<file path="src/rtl/mac_csr_pkg.sv">
package mac_csr_pkg;

  localparam int BUS_W     = 32;
  localparam int SLOT_BITS = 4;

  typedef enum logic [SLOT_BITS-1:0] {
    SLOT_STATUS   = 4'h0,
    SLOT_MASK     = 4'h1,
    SLOT_RXCTL    = 4'h2,
    SLOT_TXCTL    = 4'h3,
    SLOT_DATA     = 4'h4,
    SLOT_ADDR_LO  = 4'h5,
    SLOT_ADDR_HI  = 4'h6,
    SLOT_THRESH   = 4'h7,
    SLOT_MG_CTL   = 4'h8,
    SLOT_MG_DIV   = 4'h9,
    SLOT_MG_REG   = 4'hA,
    SLOT_MG_TXD   = 4'hB,
    SLOT_MG_RXD   = 4'hC,
    SLOT_PKTCNT   = 4'hD,
    SLOT_TXGO     = 4'hE,
    SLOT_SPARE    = 4'hF
  } csr_slot_e;

  localparam int EVT_TXERR_BIT  = 1;
  localparam int RXCTL_RST_BIT  = 4;
  localparam int MGMT_START_BIT = 0;
  localparam int TXGO_BIT       = 0;

endpackage

</file>
<file path="src/rtl/mac_csr_decode.sv">
module mac_csr_decode
  import mac_csr_pkg::*;
#(
  parameter int ADDR_W = 12
) (
  input  logic [ADDR_W-1:0] addr,
  input  logic              wr,
  input  logic              rd,
  output logic              wr_hit,
  output logic              rd_hit,
  output csr_slot_e         slot,
  output logic              err
);

  localparam int LOW_BITS = 2;
  localparam int TOP_LSB  = LOW_BITS + SLOT_BITS;

  logic mapped;

  always_comb begin
    mapped = (addr[LOW_BITS-1:0] == '0) && (addr[ADDR_W-1:TOP_LSB] == '0);
    slot   = csr_slot_e'(addr[TOP_LSB-1:LOW_BITS]);
    wr_hit = wr && mapped;
    rd_hit = rd && mapped;
    err    = (wr || rd) && !mapped;
  end

  always_comb begin
    if (err) begin
      assert_err_excludes_hit_R12: assert (!wr_hit && !rd_hit);
    end
  end

endmodule

</file>
<file path="src/rtl/mac_csr_irq.sv">
module mac_csr_irq #(
  parameter int             EVT_W    = 7,
  parameter logic [EVT_W-1:0] MASK_RST = '1
) (
  input  logic             clk,
  input  logic             rst_n,
  input  logic [EVT_W-1:0] evt_set,
  input  logic             ack_we,
  input  logic [EVT_W-1:0] ack_bits,
  input  logic             mask_we,
  input  logic [EVT_W-1:0] mask_bits,
  output logic [EVT_W-1:0] status,
  output logic [EVT_W-1:0] mask,
  output logic             irq
);

  logic [EVT_W-1:0] status_q, status_d;
  logic [EVT_W-1:0] mask_q, mask_d;
  logic             status_en, mask_en;

  always_comb begin
    status_en = ack_we || (evt_set != '0);
    status_d  = status_q;
    if (ack_we) begin
      status_d = status_d & ~ack_bits;
    end
    status_d = status_d | evt_set;
    mask_en  = mask_we;
    mask_d   = mask_bits;
  end

  always_ff @(posedge clk or negedge rst_n) begin
    if (!rst_n) begin
      status_q <= '0;
      mask_q   <= MASK_RST;
    end else begin
      if (status_en) status_q <= status_d;
      if (mask_en)   mask_q   <= mask_d;
    end
  end

  assign status = status_q;
  assign mask   = mask_q;
  assign irq    = |(status_q & mask_q);

  assert_set_sticks_R2: assert property (@(posedge clk) disable iff (!rst_n)
    (evt_set != '0) |=> ((status_q & $past(evt_set)) == $past(evt_set)));

  assert_ack_clears_R4: assert property (@(posedge clk) disable iff (!rst_n)
    ack_we |=> ((status_q & $past(ack_bits & ~evt_set)) == '0));

  assert_quiet_hold_R2: assert property (@(posedge clk) disable iff (!rst_n)
    (!ack_we && evt_set == '0) |=> $stable(status_q));

  assert_mask_store_R13: assert property (@(posedge clk) disable iff (!rst_n)
    mask_we |=> (mask_q == $past(mask_bits)));

endmodule

</file>
<file path="src/rtl/mac_csr_ctrl.sv">
module mac_csr_ctrl
  import mac_csr_pkg::*;
#(
  parameter int CTL_W = 8,
  parameter int THR_W = 6
) (
  input  logic             clk,
  input  logic             rst_n,
  input  logic             we_rxctl,
  input  logic             we_txctl,
  input  logic             we_addr_lo,
  input  logic             we_addr_hi,
  input  logic             we_thresh,
  input  logic             we_mg_ctl,
  input  logic             we_mg_div,
  input  logic             we_mg_txd,
  input  logic [BUS_W-1:0] wdata,
  output logic [CTL_W-1:0] rx_ctl,
  output logic [CTL_W-1:0] tx_ctl,
  output logic [47:0]      mac_addr,
  output logic [THR_W-1:0] thresh,
  output logic [CTL_W-1:0] mg_ctl,
  output logic [CTL_W-1:0] mg_div,
  output logic [7:0]       mg_txd
);

  localparam logic [CTL_W-1:0] RXCTL_RST  = CTL_W'(8'h08);
  localparam logic [CTL_W-1:0] MGDIV_RST  = CTL_W'(8'h80);
  localparam logic [THR_W-1:0] THRESH_RST = '1;
  localparam int               HI_W       = 16;

  logic [CTL_W-1:0] rx_ctl_q, rx_ctl_d;
  logic [CTL_W-1:0] tx_ctl_q, tx_ctl_d;
  logic [BUS_W-1:0] addr_lo_q, addr_lo_d;
  logic [HI_W-1:0]  addr_hi_q, addr_hi_d;
  logic [THR_W-1:0] thresh_q, thresh_d;
  logic [CTL_W-1:0] mg_ctl_q, mg_ctl_d;
  logic [CTL_W-1:0] mg_div_q, mg_div_d;
  logic [7:0]       mg_txd_q, mg_txd_d;

  always_comb begin
    rx_ctl_d  = wdata[CTL_W-1:0];
    tx_ctl_d  = wdata[CTL_W-1:0];
    addr_lo_d = wdata;
    addr_hi_d = wdata[HI_W-1:0];
    thresh_d  = wdata[THR_W-1:0];
    mg_ctl_d  = wdata[CTL_W-1:0];
    mg_ctl_d[MGMT_START_BIT] = 1'b0;
    mg_div_d  = wdata[CTL_W-1:0];
    mg_txd_d  = wdata[7:0];
  end

  always_ff @(posedge clk or negedge rst_n) begin
    if (!rst_n) begin
      rx_ctl_q  <= RXCTL_RST;
      tx_ctl_q  <= '0;
      addr_lo_q <= '0;
      addr_hi_q <= '0;
      thresh_q  <= THRESH_RST;
      mg_ctl_q  <= '0;
      mg_div_q  <= MGDIV_RST;
      mg_txd_q  <= '0;
    end else begin
      if (we_rxctl)   rx_ctl_q  <= rx_ctl_d;
      if (we_txctl)   tx_ctl_q  <= tx_ctl_d;
      if (we_addr_lo) addr_lo_q <= addr_lo_d;
      if (we_addr_hi) addr_hi_q <= addr_hi_d;
      if (we_thresh)  thresh_q  <= thresh_d;
      if (we_mg_ctl)  mg_ctl_q  <= mg_ctl_d;
      if (we_mg_div)  mg_div_q  <= mg_div_d;
      if (we_mg_txd)  mg_txd_q  <= mg_txd_d;
    end
  end

  assign rx_ctl   = rx_ctl_q;
  assign tx_ctl   = tx_ctl_q;
  assign mac_addr = {addr_hi_q, addr_lo_q};
  assign thresh   = thresh_q;
  assign mg_ctl   = mg_ctl_q;
  assign mg_div   = mg_div_q;
  assign mg_txd   = mg_txd_q;

  assert_mgmt_start_low_R7: assert property (@(posedge clk) disable iff (!rst_n)
    we_mg_ctl |=> (mg_ctl == {$past(wdata[CTL_W-1:1]), 1'b0}));

  assert_txd_low_byte_R8: assert property (@(posedge clk) disable iff (!rst_n)
    we_mg_txd |=> (mg_txd == $past(wdata[7:0])));

  assert_fields_hold_R12: assert property (@(posedge clk) disable iff (!rst_n)
    !(we_rxctl || we_txctl || we_addr_lo || we_addr_hi || we_thresh ||
      we_mg_ctl || we_mg_div || we_mg_txd)
    |=> ($stable(rx_ctl) && $stable(tx_ctl) && $stable(mac_addr) &&
         $stable(thresh) && $stable(mg_ctl) && $stable(mg_div) && $stable(mg_txd)));

endmodule

</file>
<file path="src/rtl/mac_csr_pktcnt.sv">
module mac_csr_pktcnt #(
  parameter int MAX_PKT = 31,
  parameter int CNT_W   = $clog2(MAX_PKT + 1)
) (
  input  logic             clk,
  input  logic             rst_n,
  input  logic             push,
  input  logic             pop,
  input  logic             flush,
  output logic [CNT_W-1:0] count
);

  localparam logic [CNT_W-1:0] CNT_MAX = CNT_W'(MAX_PKT);

  logic [CNT_W-1:0] cnt_q, cnt_d;
  logic             cnt_en;

  always_comb begin
    cnt_d  = cnt_q;
    cnt_en = 1'b0;
    if (flush) begin
      cnt_d  = '0;
      cnt_en = 1'b1;
    end else if (push && !pop && cnt_q != CNT_MAX) begin
      cnt_d  = cnt_q + 1'b1;
      cnt_en = 1'b1;
    end else if (pop && !push && cnt_q != '0) begin
      cnt_d  = cnt_q - 1'b1;
      cnt_en = 1'b1;
    end
  end

  always_ff @(posedge clk or negedge rst_n) begin
    if (!rst_n) begin
      cnt_q <= '0;
    end else if (cnt_en) begin
      cnt_q <= cnt_d;
    end
  end

  assign count = cnt_q;

  assert_flush_zero_R6: assert property (@(posedge clk) disable iff (!rst_n)
    flush |=> (count == '0));

  assert_cnt_bound_R9: assert property (@(posedge clk) disable iff (!rst_n)
    count <= CNT_MAX);

  assert_cnt_saturate_R9: assert property (@(posedge clk) disable iff (!rst_n)
    (push && !pop && !flush && count == CNT_MAX) |=> (count == CNT_MAX));

  assert_cnt_floor_R9: assert property (@(posedge clk) disable iff (!rst_n)
    (pop && !push && !flush && count == '0) |=> (count == '0));

endmodule

</file>
<file path="src/rtl/mac_csr_unit.sv">
module mac_csr_unit
  import mac_csr_pkg::*;
#(
  parameter int ADDR_W  = 12,
  parameter int EVT_W   = 7,
  parameter int CTL_W   = 8,
  parameter int THR_W   = 6,
  parameter int MAX_PKT = 31
) (
  input  logic              clk,
  input  logic              rst_n,
  input  logic [ADDR_W-1:0] bus_addr,
  input  logic              bus_wr,
  input  logic              bus_rd,
  input  logic [31:0]       bus_wdata,
  output logic [31:0]       bus_rdata,
  output logic              bus_err,
  input  logic [EVT_W-1:0]  evt_set,
  output logic              irq,
  input  logic              pkt_push,
  input  logic              pkt_pop,
  input  logic [31:0]       rx_word,
  output logic              rx_word_pop,
  output logic              tx_word_push,
  output logic [31:0]       tx_word,
  output logic              tx_fifo_clr,
  output logic              rx_fifo_rst,
  output logic              tx_go,
  output logic [CTL_W-1:0]  rx_ctl,
  output logic [CTL_W-1:0]  tx_ctl,
  output logic [47:0]       mac_addr,
  output logic [THR_W-1:0]  tx_thresh,
  output logic [CTL_W-1:0]  mgmt_ctl,
  output logic [CTL_W-1:0]  mgmt_div,
  output logic [7:0]        mgmt_txd
);

  localparam int               CNT_W    = $clog2(MAX_PKT + 1);
  localparam logic [EVT_W-1:0] MASK_RST = '1;

  logic        rst_meta_q, rst_sync_q;
  logic        wr_hit, rd_hit, dec_err;
  csr_slot_e   slot;
  logic [EVT_W-1:0] status, mask;
  logic [CNT_W-1:0] pkt_cnt;
  logic        we_status, we_mask, we_rxctl;
  logic        flush_rx;

  always_ff @(posedge clk or negedge rst_n) begin
    if (!rst_n) begin
      rst_meta_q <= 1'b0;
      rst_sync_q <= 1'b0;
    end else begin
      rst_meta_q <= 1'b1;
      rst_sync_q <= rst_meta_q;
    end
  end

  mac_csr_decode #(.ADDR_W(ADDR_W)) u_decode (
    .addr   (bus_addr),
    .wr     (bus_wr),
    .rd     (bus_rd),
    .wr_hit (wr_hit),
    .rd_hit (rd_hit),
    .slot   (slot),
    .err    (dec_err)
  );

  always_comb begin
    we_status    = wr_hit && (slot == SLOT_STATUS);
    we_mask      = wr_hit && (slot == SLOT_MASK);
    we_rxctl     = wr_hit && (slot == SLOT_RXCTL);
    flush_rx     = we_rxctl && bus_wdata[RXCTL_RST_BIT];
    tx_fifo_clr  = we_status && bus_wdata[EVT_TXERR_BIT];
    rx_fifo_rst  = flush_rx;
    tx_word_push = wr_hit && (slot == SLOT_DATA);
    rx_word_pop  = rd_hit && (slot == SLOT_DATA);
    tx_go        = wr_hit && (slot == SLOT_TXGO) && bus_wdata[TXGO_BIT];
    tx_word      = bus_wdata;
    bus_err      = dec_err;
  end

  mac_csr_irq #(.EVT_W(EVT_W), .MASK_RST(MASK_RST)) u_irq (
    .clk       (clk),
    .rst_n     (rst_sync_q),
    .evt_set   (evt_set),
    .ack_we    (we_status),
    .ack_bits  (bus_wdata[EVT_W-1:0]),
    .mask_we   (we_mask),
    .mask_bits (bus_wdata[EVT_W-1:0]),
    .status    (status),
    .mask      (mask),
    .irq       (irq)
  );

  mac_csr_ctrl #(.CTL_W(CTL_W), .THR_W(THR_W)) u_ctrl (
    .clk        (clk),
    .rst_n      (rst_sync_q),
    .we_rxctl   (we_rxctl),
    .we_txctl   (wr_hit && (slot == SLOT_TXCTL)),
    .we_addr_lo (wr_hit && (slot == SLOT_ADDR_LO)),
    .we_addr_hi (wr_hit && (slot == SLOT_ADDR_HI)),
    .we_thresh  (wr_hit && (slot == SLOT_THRESH)),
    .we_mg_ctl  (wr_hit && (slot == SLOT_MG_CTL)),
    .we_mg_div  (wr_hit && (slot == SLOT_MG_DIV)),
    .we_mg_txd  (wr_hit && (slot == SLOT_MG_TXD)),
    .wdata      (bus_wdata),
    .rx_ctl     (rx_ctl),
    .tx_ctl     (tx_ctl),
    .mac_addr   (mac_addr),
    .thresh     (tx_thresh),
    .mg_ctl     (mgmt_ctl),
    .mg_div     (mgmt_div),
    .mg_txd     (mgmt_txd)
  );

  mac_csr_pktcnt #(.MAX_PKT(MAX_PKT), .CNT_W(CNT_W)) u_pktcnt (
    .clk   (clk),
    .rst_n (rst_sync_q),
    .push  (pkt_push),
    .pop   (pkt_pop),
    .flush (flush_rx),
    .count (pkt_cnt)
  );

  always_comb begin
    bus_rdata = '0;
    if (rd_hit) begin
      unique case (slot)
        SLOT_STATUS:  bus_rdata = {{(BUS_W-EVT_W){1'b0}}, status};
        SLOT_MASK:    bus_rdata = {{(BUS_W-EVT_W){1'b0}}, mask};
        SLOT_RXCTL:   bus_rdata = {{(BUS_W-CTL_W){1'b0}}, rx_ctl};
        SLOT_TXCTL:   bus_rdata = {{(BUS_W-CTL_W){1'b0}}, tx_ctl};
        SLOT_DATA:    bus_rdata = rx_word;
        SLOT_ADDR_LO: bus_rdata = mac_addr[31:0];
        SLOT_ADDR_HI: bus_rdata = {16'h0000, mac_addr[47:32]};
        SLOT_THRESH:  bus_rdata = {{(BUS_W-THR_W){1'b0}}, tx_thresh};
        SLOT_MG_CTL:  bus_rdata = {{(BUS_W-CTL_W){1'b0}}, mgmt_ctl};
        SLOT_MG_DIV:  bus_rdata = {{(BUS_W-CTL_W){1'b0}}, mgmt_div};
        SLOT_MG_TXD:  bus_rdata = {24'h000000, mgmt_txd};
        SLOT_PKTCNT:  bus_rdata = {{(BUS_W-CNT_W){1'b0}}, pkt_cnt};
        default:      bus_rdata = '0;
      endcase
    end
  end

  assert_err_reads_zero_R12: assert property (@(posedge clk) disable iff (!rst_sync_q)
    bus_err |-> (bus_rdata == '0 && !tx_word_push && !rx_word_pop && !tx_go &&
                 !tx_fifo_clr && !rx_fifo_rst));

  assert_irq_follows_R3: assert property (@(posedge clk) disable iff (!rst_sync_q)
    (evt_set != '0 && ((evt_set & mask) != '0) && !we_mask) |=> irq);

  assert_strobes_exclusive_R10: assert property (@(posedge clk) disable iff (!rst_sync_q)
    $countones({tx_word_push, rx_word_pop, tx_go, tx_fifo_clr, rx_fifo_rst}) <= 2);

endmodule

</file>
<file path="config.mk">
export PLATFORM = sky130hd
export DESIGN_NAME = mac_csr_unit
export DESIGN_NICKNAME = d
export VERILOG_FILES = /design/src/rtl/mac_csr_pkg.sv /design/src/rtl/mac_csr_decode.sv /design/src/rtl/mac_csr_irq.sv /design/src/rtl/mac_csr_ctrl.sv /design/src/rtl/mac_csr_pktcnt.sv /design/src/rtl/mac_csr_unit.sv
export SDC_FILE = /design/constraint.sdc
export NUM_CORES = 1
export LEC_CHECK = 0
export BUFFER_PORTS_ARGS = -buffer_cell sky130_fd_sc_hd__buf_2
export CORE_ASPECT_RATIO = 0.8
export CORE_UTILIZATION = 50
export DETAILED_ROUTE_END_ITERATION = 10
export PLACE_DENSITY_LB_ADDON = 0.15
export SKIP_CTS_REPAIR_TIMING = 1
export SYNTH_ARGS = -nofsm -noshare
export SYNTH_HDL_FRONTEND = slang
export SYNTH_HIERARCHICAL = 1
export SYNTH_SLANG_ARGS = --single-unit
export TNS_END_PERCENT = 10
</file>
<file path="constraint.sdc">
create_clock -name clk -period 3.7 [get_ports clk]
set_input_delay 0.74 -clock clk [delete_from_list [all_inputs] [get_ports clk]]
set_output_delay 0.74 -clock clk [all_outputs]
set_load 0.01 [all_outputs]
</file>
==> metrics.txt <==
htree depth 4; CP arrival about 2.7 ns; ratio of cells with drive above 1 in the final layout 0.554; largest net degree at the start of global routing about 70; clk_lat worst skew 0.41 ns; Slew Limit Headroom 0.215; first-pass GRT wire length slightly below 30 mm; initial antenna violation count 0; worst endpoint required time 2.96 ns; CTS Buffer Depth 2; CTS Buf Count 17; nets 886; GRT Overall Usage 0.292; DRC Markers 0; Final ANT Viol Nets 0; row count 37; 1st-iter DRT viols between 600 and 700; die width 130 um; crit end category output pin; root buffer cell clkbuf_16; final wirelength ~19 mm; Post-Synthesis Cells 565; max-cap violation count 0; Final Core Density 0.648; CTS clk-pin slew, worst paths around 0.06 ns; critical path cell sequence buf_2 -> nand2b_1 -> nor2_1 -> a22oi_1 -> nor2_1 -> buf_2; final hold violations 0; total chip power 3.48 mW; fin. max-slew vios 0; DP Worst Slack ~0.22 ns; final setup vio count 0; most frequent cells in the layout buf_2 (252), dfrtp_1 (98), mux2_2 (59), nor2_1 (54), mux2_4 (50); vias per cell approximately 5.6; Seq cells post-synth 114; slew of the pin with the lowest slew margin approximately 1.2 ns; fmax approximately 290 MHz; CORE AREA between 10,000 and 15,000 um2; CTS tree done; initial core utilization 0.512; Antenna diodes 0; Worst path slowest cell nor2_1; I/O pin cnt 254; commonest non-fill, non-tap cell in the layout buf_2; port buffer count 252; via count 5,465; startpoint types input port; number of global-route vias before repair 5,360; synthesized area around 6600 um2; buffers and inverters on the worst path 2; wire length per cell 19.6 um; DIE AREA roughly 14,000 um2; sequential element share of the synthesized area 0.438; post-synth cell types 60; run status finished clean; Mean Syn Cell Area about 12 um2; post-layout min period 3.48 ns; non-filler cells, final 980; HP Class in -> async; Crit Path Max Fanout 17; PnR worst setup slack about 0.22 ns; dominant synthesized flop cell dfrtp_1; PD cells between 400 and 500 nW/um2; GRT overflow 0; share of the clock period used by the worst path 0.940; warnings from Yosys 6; leak pwr 4.32 nW; number of flops mapped to enable cells by yosys 0; dpl cells ~950; setup TNS 0 ns; Die Y about 100 um; syn_nets approximately 660; Synth async-reset ratio 1.00; gp weighted congestion roughly 0.9; slowest stage delay, CP between 0.9 and 1 ns; first drt pass iteration count 6; RSZ-0062 raised after global routing no; clock skew between 0.01 and 0.015 ns; worst vdd ir about 0.39 mV; HPWL Detailed roughly 14 mm; Crit Path Class in -> out; Area Growth Syn to Fin 26.7%; CTS Sinks between 100 and 150; CP top delay family simple AND/OR/NAND/NOR gates
==> Yosys cell counts (all sizes together), types with 5 or more instances <==
master,n,area (um2)
dfstp,15,394
nor2,54,203
nand2,23,86.3
a22oi,24,180
nor2b,5,31.3
buf,71,552
nor3,10,76.3
nand2b,5,31.3
a21o,8,60.1
mux2i,21,210
and3,10,62.6
o21ai,9,48.8
a21oi,29,145
dfrtp,99,2480
inv,7,26.3
nand3,9,45.0
mux2,110,1430
==> stage by stage <==
stage               instance area [um2]  hold slack (ns)
CTS                                8310           0.0879
floorplan                          6560            0.331
finish                             8310            0.103
global route                       8310           0.0876
detailed placement                 7710            0.338
global placement                   7710            0.342
==> cell type report <==
cell class,count,area (um2)
fillers,1086,4510
multi-input cells,372,3110
flip-flops and latches,114,2880
repair buffers,280,1480
clock buffers,22,464
well taps,175,219
clock inverters,10,135
inverters,7,26.3
==> routing by layer <==
| layer | routed length (um) | global-route usage | vias up |
|---|---|---|---|
| met5 | 0 | 0 | - |
| met4 | 364 | 0.0839 | 0 |
| met3 | 1380 | 0.0643 | 39 |
| met2 | 8550 | 0.429 | 283 |
| met1 | 8870 | 0.427 | 2685 |
| li1 | - | - | 2458 |
==> state kept, by name (all words and copies together) (netlist names) <==
signal            count
rst_meta_q            1
rst_sync_q            1
u_ctrl/addr_hi_q     16
u_ctrl/addr_lo_q     32
u_ctrl/mg_ctl         7
u_ctrl/mg_div         8
u_ctrl/mg_txd         8
u_ctrl/rx_ctl         8
u_ctrl/thresh         6
u_ctrl/tx_ctl         8
u_irq/mask            7
u_irq/status          7
u_pktcnt/count        5
==> final timing paths <==
check	start	to	slack, ns	cells after the start
max	bus_addr[4]	bus_rdata[27]	0.22	6
min	rst_n	rst_sync_q	0.10	1
max reg2reg	u_pktcnt/count[1]	u_pktcnt/count[4]	1.40	7
min reg2reg	rst_meta_q	rst_sync_q	0.36	0
max in group asynchronous	rst_sync_q	u_ctrl/thresh[3]	2.29	1
min in group clk	rst_meta_q	rst_sync_q	0.36	0
==> kinds of logic (layout without fill, tap and decap cells) <==
| family | Yosys count | after routing | synth area share |
|---|---|---|---|
| mux | 133 | 133 | 0.256 |
| simple gates | 132 | 132 | 0.101 |
| flops | 114 | 114 | 0.438 |
| compound gates | 97 | 97 | 0.100 |
| buf+inv | 79 | 319 | 0.0887 |
| fa+ha+maj | 6 | 6 | 0.0124 |
| other cells | 2 | 2 | 0.00114 |
| xor+xnor | 2 | 2 | 0.00267 |
==> power by group <==
part	internal, mW	switching, mW
Sequential	1.28	0.0915
Clock	1.09	0.563
Combinational	0.224	0.230
Total	2.60	0.884
No activity file was read; power rests on OpenSTA's default activity.
